File: src/rtl/link_arb_pkg.sv
package link_arb_pkg;

  // Two top bits of every link word: valid, then type (1 = trigger).
  typedef enum logic [1:0] {
    LW_IDLE = 2'b00,
    LW_EVT  = 2'b10,
    LW_TRG  = 2'b11
  } lw_kind_e;

  // Third bit of a trigger word: 1 = header, 0 = stub word.
  localparam logic LW_HDR  = 1'b1;
  localparam logic LW_STUB = 1'b0;

endpackage

File: src/rtl/lnk_fifo.sv
module lnk_fifo #(
  parameter int W     = 8,
  parameter int DEPTH = 8
) (
  input  logic                         clk,
  input  logic                         rst,
  input  logic                         wr_en,
  input  logic [W-1:0]                 wr_data,
  input  logic                         rd_en,
  output logic [W-1:0]                 rd_data,
  output logic                         rd_valid,
  output logic [$clog2(DEPTH+1)-1:0]   level,
  output logic                         full
);

  localparam int AW = (DEPTH > 1) ? $clog2(DEPTH) : 1;
  localparam int LW = $clog2(DEPTH + 1);

  logic [W-1:0]  mem [DEPTH];
  logic [AW-1:0] wptr, rptr;
  logic [LW-1:0] mcnt;
  logic          wr_ok, load;

  assign level = mcnt + LW'(rd_valid);
  assign full  = (level == LW'(DEPTH));
  assign wr_ok = wr_en && !full;
  assign load  = (!rd_valid || rd_en) && (mcnt != '0);

  // Storage without reset and registered read so block RAM fits.
  always_ff @(posedge clk) begin
    if (wr_ok) mem[wptr] <= wr_data;
  end

  always_ff @(posedge clk) begin
    if (load) rd_data <= mem[rptr];
  end

  always_ff @(posedge clk) begin
    if (rst) begin
      wptr     <= '0;
      rptr     <= '0;
      mcnt     <= '0;
      rd_valid <= 1'b0;
    end else begin
      if (wr_ok) wptr <= (wptr == AW'(DEPTH - 1)) ? '0 : wptr + AW'(1);
      if (load)  rptr <= (rptr == AW'(DEPTH - 1)) ? '0 : rptr + AW'(1);
      mcnt <= mcnt + LW'(wr_ok) - LW'(load);
      if (load)       rd_valid <= 1'b1;
      else if (rd_en) rd_valid <= 1'b0;
    end
  end

  p_level_bound_r8: assert property (@(posedge clk) disable iff (rst)
    level <= LW'(DEPTH))
    else $error("queue level above depth");

  p_pop_valid_r7: assert property (@(posedge clk) disable iff (rst)
    rd_en |-> rd_valid)
    else $error("pop from empty head");

endmodule

File: src/rtl/trg_packer.sv
module trg_packer #(
  parameter int TS_W      = 8,
  parameter int STUB_W    = 12,
  parameter int MAX_STUBS = 16,
  parameter int OVF_W     = 16
) (
  input  logic                                          clk,
  input  logic                                          rst,
  input  logic                                          in_valid,
  input  logic [TS_W-1:0]                               in_ts,
  input  logic [$clog2(MAX_STUBS+1)-1:0]                in_cnt,
  input  logic [MAX_STUBS*STUB_W-1:0]                   in_stubs,
  input  logic                                          fifo_full,
  output logic                                          wr_en,
  output logic [1+TS_W+$clog2(MAX_STUBS+1)+MAX_STUBS*STUB_W-1:0] wr_entry,
  output logic [OVF_W-1:0]                              ovf_count
);

  localparam int CNT_W = $clog2(MAX_STUBS + 1);

  logic             trunc_pending;
  logic             drop;
  logic [CNT_W-1:0] cnt_eff;

  assign cnt_eff  = (in_cnt > CNT_W'(MAX_STUBS)) ? CNT_W'(MAX_STUBS) : in_cnt;
  assign drop     = in_valid && fifo_full;
  assign wr_en    = in_valid && !fifo_full;
  assign wr_entry = {trunc_pending, in_ts, cnt_eff, in_stubs};

  always_ff @(posedge clk) begin
    if (rst) begin
      trunc_pending <= 1'b0;
      ovf_count     <= '0;
    end else if (drop) begin
      trunc_pending <= 1'b1;
      if (ovf_count != '1) ovf_count <= ovf_count + OVF_W'(1);
    end else if (wr_en) begin
      trunc_pending <= 1'b0;
    end
  end

  p_ovf_step_r8: assert property (@(posedge clk) disable iff (rst)
    (in_valid && fifo_full && ovf_count != '1) |=> ovf_count == $past(ovf_count) + OVF_W'(1))
    else $error("discard not counted");

  p_trunc_once_r9: assert property (@(posedge clk) disable iff (rst)
    (in_valid && !fifo_full) |=> !trunc_pending)
    else $error("truncation marker not consumed");

endmodule

File: src/rtl/link_word_mux.sv
module link_word_mux
  import link_arb_pkg::*;
#(
  parameter int LINK_W    = 80,
  parameter int TS_W      = 8,
  parameter int STUB_W    = 12,
  parameter int MAX_STUBS = 16,
  parameter int TLVL_W    = 4
) (
  input  logic                                          clk,
  input  logic                                          rst,
  input  logic [1+TS_W+$clog2(MAX_STUBS+1)+MAX_STUBS*STUB_W-1:0] trg_entry,
  input  logic                                          trg_valid,
  input  logic [TLVL_W-1:0]                             trg_level,
  input  logic [LINK_W-3:0]                             ev_data,
  input  logic                                          ev_valid,
  output logic                                          trg_pop,
  output logic                                          ev_pop,
  output logic [LINK_W-1:0]                             link_word
);

  localparam int CNT_W   = $clog2(MAX_STUBS + 1);
  localparam int STUBS_W = MAX_STUBS * STUB_W;
  localparam int SPW     = (LINK_W - 3) / STUB_W;
  localparam int SEL_W   = $clog2(STUBS_W);
  localparam int HDR_TS  = LINK_W - 5;
  localparam int HDR_CNT = LINK_W - 5 - TS_W;

  logic               e_trunc;
  logic [TS_W-1:0]    e_ts;
  logic [CNT_W-1:0]   e_cnt, e_nw;
  logic [STUBS_W-1:0] e_stubs;

  logic               tp_active;
  logic [CNT_W-1:0]   tp_idx, tp_nw, tp_cnt;
  logic [STUBS_W-1:0] tp_stubs;

  logic [LINK_W-1:0]  hdr_word, stub_word, evt_word;

  assign e_trunc = trg_entry[STUBS_W+CNT_W+TS_W];
  assign e_ts    = trg_entry[STUBS_W+CNT_W +: TS_W];
  assign e_cnt   = trg_entry[STUBS_W +: CNT_W];
  assign e_stubs = trg_entry[STUBS_W-1:0];
  assign e_nw    = CNT_W'((int'(e_cnt) + SPW - 1) / SPW);

  assign trg_pop = !tp_active && trg_valid;
  assign ev_pop  = !tp_active && (trg_level == '0) && ev_valid;

  always_comb begin
    hdr_word = '0;
    hdr_word[LINK_W-1 -: 2]      = LW_TRG;
    hdr_word[LINK_W-3]           = LW_HDR;
    hdr_word[LINK_W-4]           = e_trunc;
    hdr_word[HDR_TS -: TS_W]     = e_ts;
    hdr_word[HDR_CNT -: CNT_W]   = e_cnt;
  end

  always_comb begin
    evt_word = {LW_EVT, ev_data};
  end

  always_comb begin
    stub_word = '0;
    stub_word[LINK_W-1 -: 2] = LW_TRG;
    stub_word[LINK_W-3]      = LW_STUB;
    for (int j = 0; j < SPW; j++) begin
      int k;
      k = int'(tp_idx) * SPW + j;
      if (k < int'(tp_cnt) && k < MAX_STUBS)
        stub_word[j*STUB_W +: STUB_W] = tp_stubs[SEL_W'(k*STUB_W) +: STUB_W];
    end
  end

  always_ff @(posedge clk) begin
    if (trg_pop) begin
      tp_cnt   <= e_cnt;
      tp_stubs <= e_stubs;
      tp_nw    <= e_nw;
    end
  end

  always_ff @(posedge clk) begin
    if (rst) begin
      link_word <= '0;
      tp_active <= 1'b0;
      tp_idx    <= '0;
    end else if (tp_active) begin
      link_word <= stub_word;
      tp_idx    <= tp_idx + CNT_W'(1);
      if (tp_idx + CNT_W'(1) == tp_nw) tp_active <= 1'b0;
    end else if (trg_valid) begin
      link_word <= hdr_word;
      tp_idx    <= '0;
      tp_active <= (e_nw != '0);
    end else if (ev_pop) begin
      link_word <= evt_word;
    end else begin
      link_word <= '0;
    end
  end

  p_evt_gap_r6: assert property (@(posedge clk) disable iff (rst)
    (link_word[LINK_W-1 -: 2] == LW_EVT) |-> ($past(trg_level) == '0))
    else $error("event word sent with trigger data waiting");

  p_stub_follow_r4: assert property (@(posedge clk) disable iff (rst)
    tp_active |=> (link_word[LINK_W-1 -: 3] == {LW_TRG, LW_STUB}))
    else $error("stub word missing after header");

  p_idle_zero_r2: assert property (@(posedge clk) disable iff (rst)
    !link_word[LINK_W-1] |-> (link_word == '0))
    else $error("idle word not all zeros");

endmodule

File: src/rtl/link_arb_top.sv
module link_arb_top #(
  parameter int LINK_W    = 80,
  parameter int TS_W      = 8,
  parameter int STUB_W    = 12,
  parameter int MAX_STUBS = 16,
  parameter int TRG_DEPTH = 8,
  parameter int EV_DEPTH  = 16,
  parameter int OVF_W     = 16
) (
  input  logic                               clk,
  input  logic                               rst,
  input  logic                               trg_in_valid,
  input  logic [TS_W-1:0]                    trg_in_ts,
  input  logic [$clog2(MAX_STUBS+1)-1:0]     trg_in_cnt,
  input  logic [MAX_STUBS*STUB_W-1:0]        trg_in_stubs,
  input  logic                               ev_in_valid,
  input  logic [LINK_W-3:0]                  ev_in_data,
  output logic [LINK_W-1:0]                  link_word,
  output logic [$clog2(TRG_DEPTH+1)-1:0]     trg_level,
  output logic [$clog2(EV_DEPTH+1)-1:0]      ev_level,
  output logic                               ev_full,
  output logic [OVF_W-1:0]                   ovf_count
);

  localparam int CNT_W   = $clog2(MAX_STUBS + 1);
  localparam int ENTRY_W = 1 + TS_W + CNT_W + MAX_STUBS * STUB_W;
  localparam int TLVL_W  = $clog2(TRG_DEPTH + 1);
  localparam int EV_W    = LINK_W - 2;

  logic               tq_wr, tq_full, tq_valid, tq_pop;
  logic [ENTRY_W-1:0] tq_wdata, tq_rdata;
  logic               eq_valid, eq_pop;
  logic [EV_W-1:0]    eq_rdata;

  trg_packer #(
    .TS_W(TS_W), .STUB_W(STUB_W), .MAX_STUBS(MAX_STUBS), .OVF_W(OVF_W)
  ) u_packer (
    .clk(clk), .rst(rst),
    .in_valid(trg_in_valid), .in_ts(trg_in_ts), .in_cnt(trg_in_cnt),
    .in_stubs(trg_in_stubs), .fifo_full(tq_full),
    .wr_en(tq_wr), .wr_entry(tq_wdata), .ovf_count(ovf_count)
  );

  lnk_fifo #(.W(ENTRY_W), .DEPTH(TRG_DEPTH)) u_trg_q (
    .clk(clk), .rst(rst),
    .wr_en(tq_wr), .wr_data(tq_wdata),
    .rd_en(tq_pop), .rd_data(tq_rdata), .rd_valid(tq_valid),
    .level(trg_level), .full(tq_full)
  );

  lnk_fifo #(.W(EV_W), .DEPTH(EV_DEPTH)) u_ev_q (
    .clk(clk), .rst(rst),
    .wr_en(ev_in_valid), .wr_data(ev_in_data),
    .rd_en(eq_pop), .rd_data(eq_rdata), .rd_valid(eq_valid),
    .level(ev_level), .full(ev_full)
  );

  link_word_mux #(
    .LINK_W(LINK_W), .TS_W(TS_W), .STUB_W(STUB_W),
    .MAX_STUBS(MAX_STUBS), .TLVL_W(TLVL_W)
  ) u_mux (
    .clk(clk), .rst(rst),
    .trg_entry(tq_rdata), .trg_valid(tq_valid), .trg_level(trg_level),
    .ev_data(eq_rdata), .ev_valid(eq_valid),
    .trg_pop(tq_pop), .ev_pop(eq_pop), .link_word(link_word)
  );

  p_full_level_r10: assert property (@(posedge clk) disable iff (rst)
    ev_full |=> (ev_level >= $past(ev_level) - 1))
    else $error("event queue lost words while full");

endmodule

File: config.mk
export PLATFORM = sky130hd
export DESIGN_NAME = link_arb_top
export DESIGN_NICKNAME = d
export VERILOG_FILES = /design/src/rtl/link_arb_pkg.sv /design/src/rtl/lnk_fifo.sv /design/src/rtl/trg_packer.sv /design/src/rtl/link_word_mux.sv /design/src/rtl/link_arb_top.sv
export SDC_FILE = /design/constraint.sdc
export NUM_CORES = 2
export LEC_CHECK = 0
export BUFFER_PORTS_ARGS = -buffer_cell sky130_fd_sc_hd__buf_2
export CAP_MARGIN = 20
export CORE_ASPECT_RATIO = 0.6
export CORE_UTILIZATION = 40
export DETAILED_ROUTE_END_ITERATION = 10
export SYNTH_ARGS = -nofsm -noshare
export SYNTH_HDL_FRONTEND = slang
export SYNTH_SLANG_ARGS = --single-unit
File: constraint.sdc
create_clock -name clk -period 26.7 [get_ports clk]
set_input_delay 5.34 -clock clk [delete_from_list [all_inputs] [get_ports clk]]
set_output_delay 5.34 -clock clk [all_outputs]
set_load 0.05 [all_outputs]
==> metrics.md <==
| Metric | Value |
|---|---|
| Outcome | finished clean |
| CTS tree | done |
| H-Tree Depth | 5 |
| Largest net degree at the start of global routing | 153 |
| Clk root buf | clkbuf_16 |
| Startpoint Class | input port |
| Leakage | 41.87 nW |
| Power per Cell Area | 107.4 nW/um^2 |
| Yosys warns | 0 |
| Main combinational cell family by area after synthesis | multiplexers |
| Critical Path Fanout Max | 48 |
| DRT Pass-1 Iters | 6 |
| Minimum clock period after layout | 8.860 ns |
| DR DRC count | 0 |
| Netlist Area Pre-Place | 117,500 um^2 |
| Remaining antenna violation count | 0 |
| Cell area after layout | 132,800 um^2 |
| Worst slew pin tran | 1.163 ns |
| Crit path DAT | 9.35 ns |
| Starting density of the core | 40.37% |
| Detailed placement HPWL | 199.5 mm |
| Worst-Skew Late Latency | 0.90 ns |
| Mean post-synth cell area | 19.98 um^2 |
| CTS Buffer Depth | 4 |
| Library cells used by synthesis | 87 |
| Register area share after synthesis | 74.32% |
| Net count after synthesis | 6,247 |
| Hold Buf Count CTS | 0 |
| Post-Synth Adder-Cell Area | 0.8840% |
| Rel. slew slack | 20.28% |
| Core area | 291,000 um^2 |
| # nets final | 6,663 |
| Cell count after synthesis | 5,880 |
| DR iter-0 viols | 7,925 |
| Initial antenna violation count | 111 |
| Yosys reg bits | 2,950 |
| FP Rows | 153 |
| Main synth FF type | edfxtp_1 |
| Reg clk slew, reported paths | 0.06 ns |
| Synth-to-layout area growth | 13.06% |
| Layout Skew | 0.05707 ns |
| Finished Layout Cells | 10,397 |
| Crit Path Class | input port to register |
| Routed WL per cell | 31.06 um |
| Setup-failing EPs final | 0 |
| Placed Instances | 9,884 |
| Detail-routed via count per cell | 5.779 |
| Layout cells sized above 1 | 28.41% |
| Vias in the first global route | 58,307 |
| Max IR drop VDD | 0.08510 mV |
| Post-synthesis xor/xnor area fraction | 0.6401% |
| Final Max Slew Viols | 0 |
| RSZ-0062 raised after global routing | false |
| WL final | 323.0 mm |
| Simple-Gate Fraction of Synth Area | 2.667% |
| Hold Path Class | register to register |
| Final hold vios | 0 |
| EDFF count, synth | 2,822 |
| Period utilization | 33.18% |
| Die Y | 421.8 um |
| First-pass GRT wire length | 453.9 mm |
| Max Fclk | 0.1129 GHz |
| Die area | 295,900 um^2 |
| Die X | 701.6 um |
| # clock sinks | 2,950 |
| Cts bufs inserted | 281 |
| Sum Neg Setup Slack | 0 ns |
| GP Congestion | 0.9589 |
| Global route total overflow | 0 |
| Post-cts sizing count | 0 |
| Fraction of registers with async set/reset | 0% |
| CP Capture Type | register |
| Dpl cell area | 124,100 um^2 |
| Via count | 60,080 |
| Compound-gate portion of the synthesized area | 3.606% |
| Slack of the worst reg-to-reg path | 20.05 ns |
| Buffers on Ports | 336 |
| # IOs | 393 |
| Required @ worst endpoint | 27.19 ns |
| Multiplexer area fraction after synthesis | 16.56% |
| MaxCap Viol Count | 0 |
| Total global-route track usage | 21.51% |
| Post-CTS setup buffers | 0 |
==> area by class of cell <==
| class | instances | area (um^2) |
|---|---|---|
| Fill cell | 24377 | 158200 |
| Timing Repair Buffer | 472 | 2821 |
| Inverter | 62 | 239.0 |
| Tap cell | 3875 | 4848 |
| Clock buffer | 352 | 7517 |
| Multi-Input combinational cell | 2529 | 28890 |
| Clock inverter | 136 | 1122 |
| Sequential cell | 2950 | 87330 |
| Antenna cell | 21 | 52.55 |
==> cells in the mapped netlist, types with 6 or more instances <==
cell,count,area share (%)
edfxtp_1,2822,72
mux4_2,733,14
nand2_1,241,0.77
nor2_1,233,0.74
clkbuf_1,224,0.72
a21oi_1,203,0.86
mux2_2,180,1.7
o21ai_0,175,0.75
dfxtp_1,128,2.2
mux2i_1,90,0.77
buf_1,81,0.26
ha_1,75,0.80
inv_1,59,0.19
nor3_1,47,0.20
a22oi_1,45,0.29
nand3_1,44,0.19
nor2b_1,40,0.21
xnor2_1,40,0.30
nand2b_1,39,0.21
a211oi_1,33,0.21
xor2_1,33,0.25
o211ai_1,32,0.20
buf_2,30,0.13
o22ai_1,25,0.13
o21a_1,18,0.12
a31oi_1,14,0.075
a311oi_1,12,0.089
and2_1,11,0.059
o21bai_1,10,0.064
a21o_1,8,0.051
nand4_1,8,0.043
or3_1,8,0.043
a21boi_0,7,0.045
and3_1,7,0.037
a211o_1,6,0.045
a32oi_1,6,0.045
==> kinds of logic (layout without fill, tap and decap cells) <==
group / after synthesis / in the layout
AO/OA/AOI/OAI: 667 / 667
XOR/XNOR: 78 / 78
adder cells (fa/ha/maj): 80 / 80
buffers and inverters: 401 / 1022
flip-flops: 2950 / 2950
multiplexers: 1004 / 1004
other: 0 / 21
AND/OR/NAND/NOR: 700 / 700
==> metrics by stage <==
stage          setup WS (ns)  hold WS, ns  utilization (%)  power (mW)
5_1_grt                17.66       0.4130            45.63       14.81
3_5_place_dp           16.86       0.4045            42.65       10.47
4_1_cts                17.80       0.4038            45.62       14.34
3_3_place_gp           16.96       0.4039            42.65       10.44
2_1_floorplan          6.052       0.4003                -       8.883
6_report               17.84       0.4088            45.65       14.27
==> worst paths after layout <==
kind                                               startpoint                             end  depth (start not counted)
worst max-delay path                             trg_in_valid    u_trg_q.mem[6][81]$_DFFE_PP_                          8
worst min-delay path            u_trg_q.rd_data[55]$_DFFE_PP_    u_mux.tp_stubs[55]$_DFFE_PP_                          0
worst max register to register   u_mux.tp_idx[0]$_SDFFE_PP0P_  u_mux.link_word[30]$_SDFF_PP0_                         12
worst min register to register  u_trg_q.rd_data[55]$_DFFE_PP_    u_mux.tp_stubs[55]$_DFFE_PP_                          0
==> state kept, by name (all words and copies together), names as in the netlist, 3 cells and up <==
signal and cells:
u_ev_q.wptr 4, u_trg_q.rd_data 150, u_mux.tp_cnt 5, u_ev_q.rd_data 78, u_trg_q.mcnt 4, u_ev_q.mcnt 5
u_ev_q.mem 1248, u_mux.link_word 80, u_mux.tp_nw 5, u_mux.tp_stubs 136, u_trg_q.wptr 3, u_packer.ovf_count 16
u_trg_q.rptr 3, u_ev_q.rptr 4, u_trg_q.mem 1200, u_mux.tp_idx 5
==> worst max-delay path, stage by stage <==
cell	delay, ns
buf_2	0.12
nand2_1	0.22
inv_1	0.21
nand2_1	0.24
nor2_4	0.80
buf_4	0.68
buf_4	0.73
buf_4	0.76
==> power by group <==
part / leakage, nW / internal (mW) / switching [mW]
Sequential: 26.9 / 5.75 / 0.432
Combinational: 10.8 / 1.67 / 2.56
Clock: 4.23 / 2.14 / 1.71
==> layout by cell type, fill, tap and decap left out, types with 25 or more instances in the layout <==
cell,count
clkbuf_16,288
ha_1,73
nor2b_1,39
a211oi_1,33
o21ai_0,175
a21oi_1,202
nand2_1,241
mux2_2,180
nand3_1,44
clkinv_1,49
nand2b_1,39
nor2_1,217
o22ai_1,25
nor3_1,38
inv_1,58
mux4_2,733
dfxtp_1,120
clkbuf_1,57
xor2_1,32
xnor2_1,32
mux2i_1,90
edfxtp_1,2822
buf_2,335
buf_4,127
clkinv_2,42
a22oi_1,45
o211ai_1,32
==> per-layer routing <==
metal | up-vias | part of all wire (%) | GRT usage, %
li1 | 25000 | - | -
met1 | 31934 | 44 | 32.28
met2 | 2536 | 44 | 31.47
met3 | 536 | 9.3 | 5.784
met4 | 74 | 2.3 | 4.753
met5 | - | 0.14 | 0
Note: power is estimated with default switching activity, not from simulation.
